==> src/rtl/pwm_aq_pkg.sv <==
package pwm_aq_pkg;

    // Field offsets inside an action word
    localparam int FLD_ZERO = 0;
    localparam int FLD_PRD  = 2;
    localparam int FLD_CMPA = 4;
    localparam int FLD_CMPB = 8;

    typedef enum logic [1:0] {
        ACT_NONE   = 2'b00,
        ACT_LOW    = 2'b01,
        ACT_HIGH   = 2'b10,
        ACT_TOGGLE = 2'b11
    } act_e;

    typedef enum logic [1:0] {
        FRC_OFF     = 2'b00,
        FRC_LOW     = 2'b01,
        FRC_HIGH    = 2'b10,
        FRC_OFF_ALT = 2'b11
    } frc_e;

    typedef enum logic [1:0] {
        RLD_ZERO   = 2'b00,
        RLD_PERIOD = 2'b01,
        RLD_EITHER = 2'b10,
        RLD_NOW    = 2'b11
    } rld_e;

    typedef enum logic {
        LVL_LOW  = 1'b0,
        LVL_HIGH = 1'b1
    } lvl_e;

    typedef struct packed {
        logic zero;
        logic prd;
        logic cmpa;
        logic cmpb;
    } evt_s;

endpackage

==> src/rtl/pwm_aq_events.sv <==
module pwm_aq_events
    import pwm_aq_pkg::*;
#(
    parameter int CNT_W = 16
) (
    input  logic             tick,
    input  logic             dir_up,
    input  logic             ev_zero_i,
    input  logic             ev_prd_i,
    input  logic [CNT_W-1:0] cnt,
    input  logic [CNT_W-1:0] cmp_a,
    input  logic [CNT_W-1:0] cmp_b,
    output evt_s             evt
);

    always_comb begin
        evt.zero = tick & ev_zero_i;
        evt.prd  = tick & ev_prd_i;
        evt.cmpa = tick & dir_up & (cnt == cmp_a);
        evt.cmpb = tick & dir_up & (cnt == cmp_b);
    end

endmodule

==> src/rtl/pwm_aq_force_shadow.sv <==
module pwm_aq_force_shadow
    import pwm_aq_pkg::*;
#(
    parameter int NCH = 2,
    localparam int FW = 2 * NCH
) (
    input  logic          clk,
    input  logic          rst_n,
    input  logic          tick,
    input  logic          ev_zero,
    input  logic          ev_prd,
    input  logic [FW-1:0] force_sw,
    input  rld_e          sel,
    output logic [FW-1:0] force_act
);

    logic          load;
    logic [FW-1:0] act_q;

    always_comb begin
        unique case (sel)
            RLD_ZERO:   load = tick & ev_zero;
            RLD_PERIOD: load = tick & ev_prd;
            RLD_EITHER: load = tick & (ev_zero | ev_prd);
            RLD_NOW:    load = tick;
            default:    load = 1'b0;
        endcase
    end

    always_ff @(posedge clk or negedge rst_n) begin
        if (!rst_n) begin
            act_q <= '0;
        end else if (load) begin
            act_q <= force_sw;
        end
    end

    assign force_act = act_q;

endmodule

==> src/rtl/pwm_aq_channel.sv <==
module pwm_aq_channel
    import pwm_aq_pkg::*;
#(
    parameter int CTL_W = 16
) (
    input  logic             clk,
    input  logic             rst_n,
    input  evt_s             evt,
    input  logic [CTL_W-1:0] ctl,
    input  frc_e             frc,
    output logic             pwm,
    output logic             lvl_o
);

    act_e act_sel;
    lvl_e lvl_q, lvl_d;

    // Ranking: lowest first, later non-empty field overrides
    always_comb begin
        act_sel = ACT_NONE;
        if (evt.zero && (ctl[FLD_ZERO +: 2] != 2'b00)) act_sel = act_e'(ctl[FLD_ZERO +: 2]);
        if (evt.prd  && (ctl[FLD_PRD  +: 2] != 2'b00)) act_sel = act_e'(ctl[FLD_PRD  +: 2]);
        if (evt.cmpa && (ctl[FLD_CMPA +: 2] != 2'b00)) act_sel = act_e'(ctl[FLD_CMPA +: 2]);
        if (evt.cmpb && (ctl[FLD_CMPB +: 2] != 2'b00)) act_sel = act_e'(ctl[FLD_CMPB +: 2]);
    end

    always_comb begin
        lvl_d = lvl_q;
        unique case (lvl_q)
            LVL_LOW: begin
                if (act_sel == ACT_HIGH || act_sel == ACT_TOGGLE) lvl_d = LVL_HIGH;
            end
            LVL_HIGH: begin
                if (act_sel == ACT_LOW || act_sel == ACT_TOGGLE) lvl_d = LVL_LOW;
            end
            default: lvl_d = LVL_LOW;
        endcase
    end

    // State register
    always_ff @(posedge clk or negedge rst_n) begin
        if (!rst_n) begin
            lvl_q <= LVL_LOW;
        end else begin
            lvl_q <= lvl_d;
        end
    end

    // Output process: force overrides event level
    always_comb begin
        unique case (frc)
            FRC_LOW:  pwm = 1'b0;
            FRC_HIGH: pwm = 1'b1;
            default:  pwm = lvl_q;
        endcase
    end

    assign lvl_o = lvl_q;

endmodule

==> src/rtl/pwm_aq_core.sv <==
module pwm_aq_core
    import pwm_aq_pkg::*;
#(
    parameter int CNT_W = 16,
    parameter int CTL_W = 16
) (
    input  logic             clk,
    input  logic             rst_n,
    input  logic             tick,
    input  logic             dir_up,
    input  logic             evt_zero,
    input  logic             evt_period,
    input  logic [CNT_W-1:0] cnt,
    input  logic [CNT_W-1:0] cmp_a,
    input  logic [CNT_W-1:0] cmp_b,
    input  logic [CTL_W-1:0] ctl_a,
    input  logic [CTL_W-1:0] ctl_b,
    input  logic [3:0]       force_sw,
    input  logic [1:0]       reload_sel,
    output logic             pwm_a,
    output logic             pwm_b
);

    localparam int NCH = 2;
    localparam int FW  = 2 * NCH;

    evt_s             evt;
    logic [FW-1:0]    force_act;
    logic [CTL_W-1:0] ctl_v [NCH];
    logic [NCH-1:0]   pwm_v;
    logic [NCH-1:0]   lvl_v;

    assign ctl_v[0] = ctl_a;
    assign ctl_v[1] = ctl_b;

    pwm_aq_events #(.CNT_W(CNT_W)) u_events (
        .tick      (tick),
        .dir_up    (dir_up),
        .ev_zero_i (evt_zero),
        .ev_prd_i  (evt_period),
        .cnt       (cnt),
        .cmp_a     (cmp_a),
        .cmp_b     (cmp_b),
        .evt       (evt)
    );

    pwm_aq_force_shadow #(.NCH(NCH)) u_force (
        .clk       (clk),
        .rst_n     (rst_n),
        .tick      (tick),
        .ev_zero   (evt_zero),
        .ev_prd    (evt_period),
        .force_sw  (force_sw),
        .sel       (rld_e'(reload_sel)),
        .force_act (force_act)
    );

    for (genvar i = 0; i < NCH; i++) begin : g_ch
        pwm_aq_channel #(.CTL_W(CTL_W)) u_ch (
            .clk   (clk),
            .rst_n (rst_n),
            .evt   (evt),
            .ctl   (ctl_v[i]),
            .frc   (frc_e'(force_act[2*i +: 2])),
            .pwm   (pwm_v[i]),
            .lvl_o (lvl_v[i])
        );
    end

    assign pwm_a = pwm_v[0];
    assign pwm_b = pwm_v[1];

endmodule

==> config.mk <==
export PLATFORM = sky130hd
export DESIGN_NAME = pwm_aq_core
export DESIGN_NICKNAME = d
export VERILOG_FILES = /design/src/rtl/pwm_aq_pkg.sv /design/src/rtl/pwm_aq_events.sv /design/src/rtl/pwm_aq_force_shadow.sv /design/src/rtl/pwm_aq_channel.sv /design/src/rtl/pwm_aq_core.sv
export SDC_FILE = /design/constraint.sdc
export NUM_CORES = 1
export LEC_CHECK = 0
export BUFFER_PORTS_ARGS = -buffer_cell sky130_fd_sc_hd__buf_2
export CORE_MARGIN = 4
export CORE_UTILIZATION = 25
export DETAILED_ROUTE_END_ITERATION = 8
export GPL_ROUTABILITY_DRIVEN = 0
export GPL_TIMING_DRIVEN = 1
export HOLD_SLACK_MARGIN = 0.05
export PLACE_DENSITY = 0.68
export SKIP_LAST_GASP = 1
export SYNTH_ARGS = -nofsm -noshare
export SYNTH_HDL_FRONTEND = slang
export SYNTH_HIERARCHICAL = 1
export SYNTH_SLANG_ARGS = --single-unit
export TNS_END_PERCENT = 100
==> constraint.sdc <==
create_clock -name clk -period 1.4 [get_ports clk]
set_clock_uncertainty 0.05 [all_clocks]
set_input_delay 0.14 -clock clk [delete_from_list [all_inputs] [get_ports clk]]
set_output_delay 0.14 -clock clk [all_outputs]
set_load 0.005 [all_outputs]
* Word-level counts from Yosys, hierarchy flattened *
Index checks and enable logic that the tools add are counted.

word-level totals
  register bits after elaboration = 6
  input port bits = 92
  output and inout port bits = 2
  word-level logic and storage cells = 65

cells by class
  equal/unequal tests = 15
  multiplexer cells = 17
  bitwise gates (word level) = 9
  reductions and logical operators = 21

operators with widths
  kind                  number
  $eq A16 B16 Y1        2
  $eq A2 B2 Y1 const B  8
  $mux W2               8
  $reduce_bool A2 Y1    8
  $eq A2 B1 Y1 const B  5
  $logic_and A1 B1 Y1   8
  $pmux W1 S2           4
  $and A1 B1 Y1         6
  $logic_or A1 B1 Y1    4
  $mux W1               4
  $pmux W1 S4           1
  $logic_not A2 Y1      1
  $not A1 Y1            2
  $or A1 B1 Y1          1

* Depth between registers and ports, before layout *
  depth in word-level cells = 10
  depth in mapped cells = 8
  gate-level depth less buffers = 8

* By module *
The synthesis kept the hierarchy.

by module, submodules not included
  module               instances  cells each  area an instance (um^2)  sequential area each (um^2)
  pwm_aq_events        1          46          377.9                    0.0
  pwm_aq_channel       2          19          136.4                    25.0
  pwm_aq_force_shadow  1          16          246.5                    100.1

* Worst setup path before layout *
Ideal clock, no wire load.

  kind = input to register
  start point = in cnt[11]
  end point = reg g_ch[0].u_ch.lvl_q
  setup time = 0.120 ns
  arrival time = 1.627 ns
  required time = 1.230 ns
  setup slack = -0.397 ns
  cell stages on the path = 8
  path buffers = 0
  cell sequence = xor2_1 nor4_1 nand4_1 nor4_2 nand2_1 a32oi_1 o22ai_1 a31o_1

RTL lines
  element               line                  source
  start, declared       pwm_aq_core.sv:13     input logic [CNT_W-1:0] cnt,
  end signal, assigned  pwm_aq_channel.sv:45  lvl_q <= lvl_d;
  end, declared         pwm_aq_channel.sv:16  lvl_e lvl_q, lvl_d;

==> results.yml <==
status:
  outcome: "complete, but fails checks"
  violations: "setup timing"
worst_setup_path:
  crit_path_start: "cmp_b[11]"
  path_max_fanout: 3
  r2r_start: "u_force/force_act[2]"
  crit_required_ns: 1.54
  ff2ff_setup_slack_ns: 0.35
  criticalPathCategory: "input port to flop"
  start_kind: "input port"
  crit_arrival_ns: 1.83
  end_kind: "flop"
sta:
  hold_viol_final: 0
  grt_setup_unrepaired: "yes"
  whs_ns: 0.0725
  slew_headroom_pct: 78.4
  slew_viol_final: 0
  fin_ws_ns: -0.288
  setup_viol: 4
  tns_ns: -0.867
  finalCritPeriodShare_pct: 121
  period_needed_ns: 1.69
  worst_pin_slew_ns: 0.322
  timing.fmax_mhz: 593
floorplanning:
  start_util_pct: 26.5
  boundaryPins: 94
  die_h_um: 67.9
  core_region_area_mm2: 0.00339
  num_rows: 21
  die_width_um: 67.9
  dieArea_mm2: 0.00461
drt:
  ant_nets: 0
  drtIter0Drc: 18
  drtPass1Iterations: 4
  wl_met1_um: 1080
  wl_met2_um: 1460
  vias: 1119
  drt_wl_total_um: 2950
  avgRoutedWirePerCell_um: 12.0
  drc: 0
  routed.top_layer: "met4"
  via_per_inst: 4.55
  met3_length_um: 382
pwr:
  max-vdd-ir-drop_mv: 0.228
  power.density_mw_per_mm2: 600
  static-leakage-power_nw: 0.792
synthesis:
  synth-seq-cells: 6
  yosys_warnings: 6
  synthDistinctLibCells: 22
  synth-async-reset-ratio_pct: 100
  synth_area_per_cell_um2: 8.97
  synth_edf_count: 0
  synth_nets: 197
  synth_ff_type: "dfrtp_1"
  netlist_instances: 100
  synth_area_um2: 897
  synth_seq_area_share_pct: 16.7
place:
  detailed_place_hpwl_um: 2510
  io_buffers: 77
  placed_area_mm2: 0.00147
  place_inst: 235
final_layout:
  drive_gt1_share_pct: 59.0
  fin_nets: 299
  postLayoutCellArea_mm2: 0.00165
  nFillCells: 322
  n_antenna_cell: 0
  area_growth_pct: 83.4
  fin_cells: 246
worst_hold_path:
  worstHoldStart: "force_sw[0]"
  min_path_type: "input port to flop"
cts:
  clk_path_buf_depth: 2
  clk_latency_ns: 0.25
  cts.sinks: 6
  cts_tree: "built"
  clock-root-buffer: "clkbuf_4"
  clk_pin_slew_worst_paths_ns: 0.05
  cts_buffers: 3
  htree_num_levels: 1
global_routing:
  grt_usage_pct: 12.7
  antenna_found_initial: 0
  grt_max_degree: 9
  grt_pass1_wl_um: 4520
  grt_pass1_vias: 1138
  grt_overflow: 0
flow_run:
  maxCapViolCount: 0
-- kinds of logic (layout without fill, tap and decap cells) --
| group | Yosys count | in the layout | share of synthesized area, % |
|---|---|---|---|
| buf+inv | 4 | 104 | 1.67 |
| flops | 6 | 6 | 16.7 |
| mux | 6 | 6 | 9.21 |
| compound gates | 20 | 20 | 17.3 |
| simple gates | 27 | 27 | 16.9 |
| xor+xnor | 32 | 32 | 31.2 |
| fa+ha+maj | 5 | 5 | 6.97 |
-- synth_stat cells (2+ instances only) --
cell      count  area share (%)
xnor2_1      24              23
nand2_1      12             5.0
xor2_1        8             7.8
dfrtp_1       6              17
nand4_1       6             4.2
ha_1          5             7.0
a21oi_1       4             2.2
a32oi_1       4             3.9
inv_1         4             1.7
mux2_4        4             6.7
o21ai_0       4             2.2
a31o_1        2             2.0
and2_1        2             1.4
mux2_2        2             2.5
nand3_1       2             1.1
nor4_1        2             1.4
nor4_2        2             2.8
o221ai_1      2             2.0
o22ai_1       2             1.4
-- metrics by stage --
stage                     utilization [%]  power, mW  setup slack, ns
after global routing                 48.5       1.05           -0.414
after global placement               43.3      0.704           -0.477
after floorplan                         -      0.490           -0.237
final                                48.5      0.987           -0.288
after detailed placement             43.3      0.713           -0.549
after CTS                            46.1      0.945           -0.246
-- critical path: stages --
cell,delay [ns]
buf_6,0.09
xor2_2,0.16
nor4_2,0.27
nand4_1,0.17
nor4_4,0.34
buf_4,0.18
buf_6,0.09
buf_6,0.09
a32oi_2,0.04
o22ai_1,0.13
a31o_1,0.11
-- metal layers --
metal,vias up,global-route usage (%)
li1,568,-
met1,481,14.0
met2,66,23.0
met3,4,3.78
met4,0,4.71
met5,-,0
-- layout by cell type (no fill, tap or decap), types with 2 or more instances in the layout --
| master | instances |
|---|---|
| o22ai_1 | 2 |
| nand4_1 | 6 |
| o21ai_1 | 2 |
| nand3_1 | 2 |
| a31o_1 | 2 |
| nand2_1 | 10 |
| o221ai_1 | 2 |
| inv_1 | 3 |
| mux2_4 | 6 |
| buf_2 | 70 |
| buf_6 | 8 |
| dfrtp_1 | 6 |
| buf_4 | 17 |
| ha_1 | 4 |
| a32oi_1 | 2 |
| and2_1 | 2 |
| xnor2_1 | 24 |
| nand2_2 | 2 |
| xor2_1 | 7 |
| a32oi_2 | 2 |
| clkbuf_4 | 4 |
| nor4_4 | 2 |
| a21oi_1 | 4 |
-- worst paths after layout --
check                                             to  depth (start not counted)
worst max-delay path              g_ch[1].u_ch/lvl_o                         11
worst min-delay path            u_force/force_act[0]                          2
worst max register to register  u_force/force_act[2]                          3
worst min register to register  u_force/force_act[1]                          1
max in group asynchronous       u_force/force_act[0]                          2
min in group asynchronous         g_ch[0].u_ch/lvl_o                          2
-- registers in the layout, indices dropped and copies added, names as in the netlist --
name	cells
u_force/force_act	4
g_ch.u_ch/lvl_o	2
-- repair_timing --
action | in CTS | in global routing
hold buffers | 1 | 0
endpoints found under the hold margin | 6 | 0
resized for setup | 5 | 17
pin swaps | 5 | 9
buffers inserted | 5 | 2
setup endpoints to repair | 4 | 5
-- power by group --
part           switching [mW]  internal (mW)  leakage (nW)  total, mW
clock network          0.0683         0.0974        0.0138      0.166
logic                   0.210          0.366         0.707      0.575
registers              0.0312          0.215        0.0712      0.246
-- area by class of cell --
cell class	instances	area (um2)	share of cell area, %
Timing Repair Buffer	97	586	35.6
Inverter	4	22.5	1.37
Clock buffer	3	22.5	1.37
Multi-Input combinational cell	90	807	49.0
Tap cell	46	57.6	3.50
Sequential cell	6	150	9.13
No activity file was read; power rests on OpenSTA's default activity.
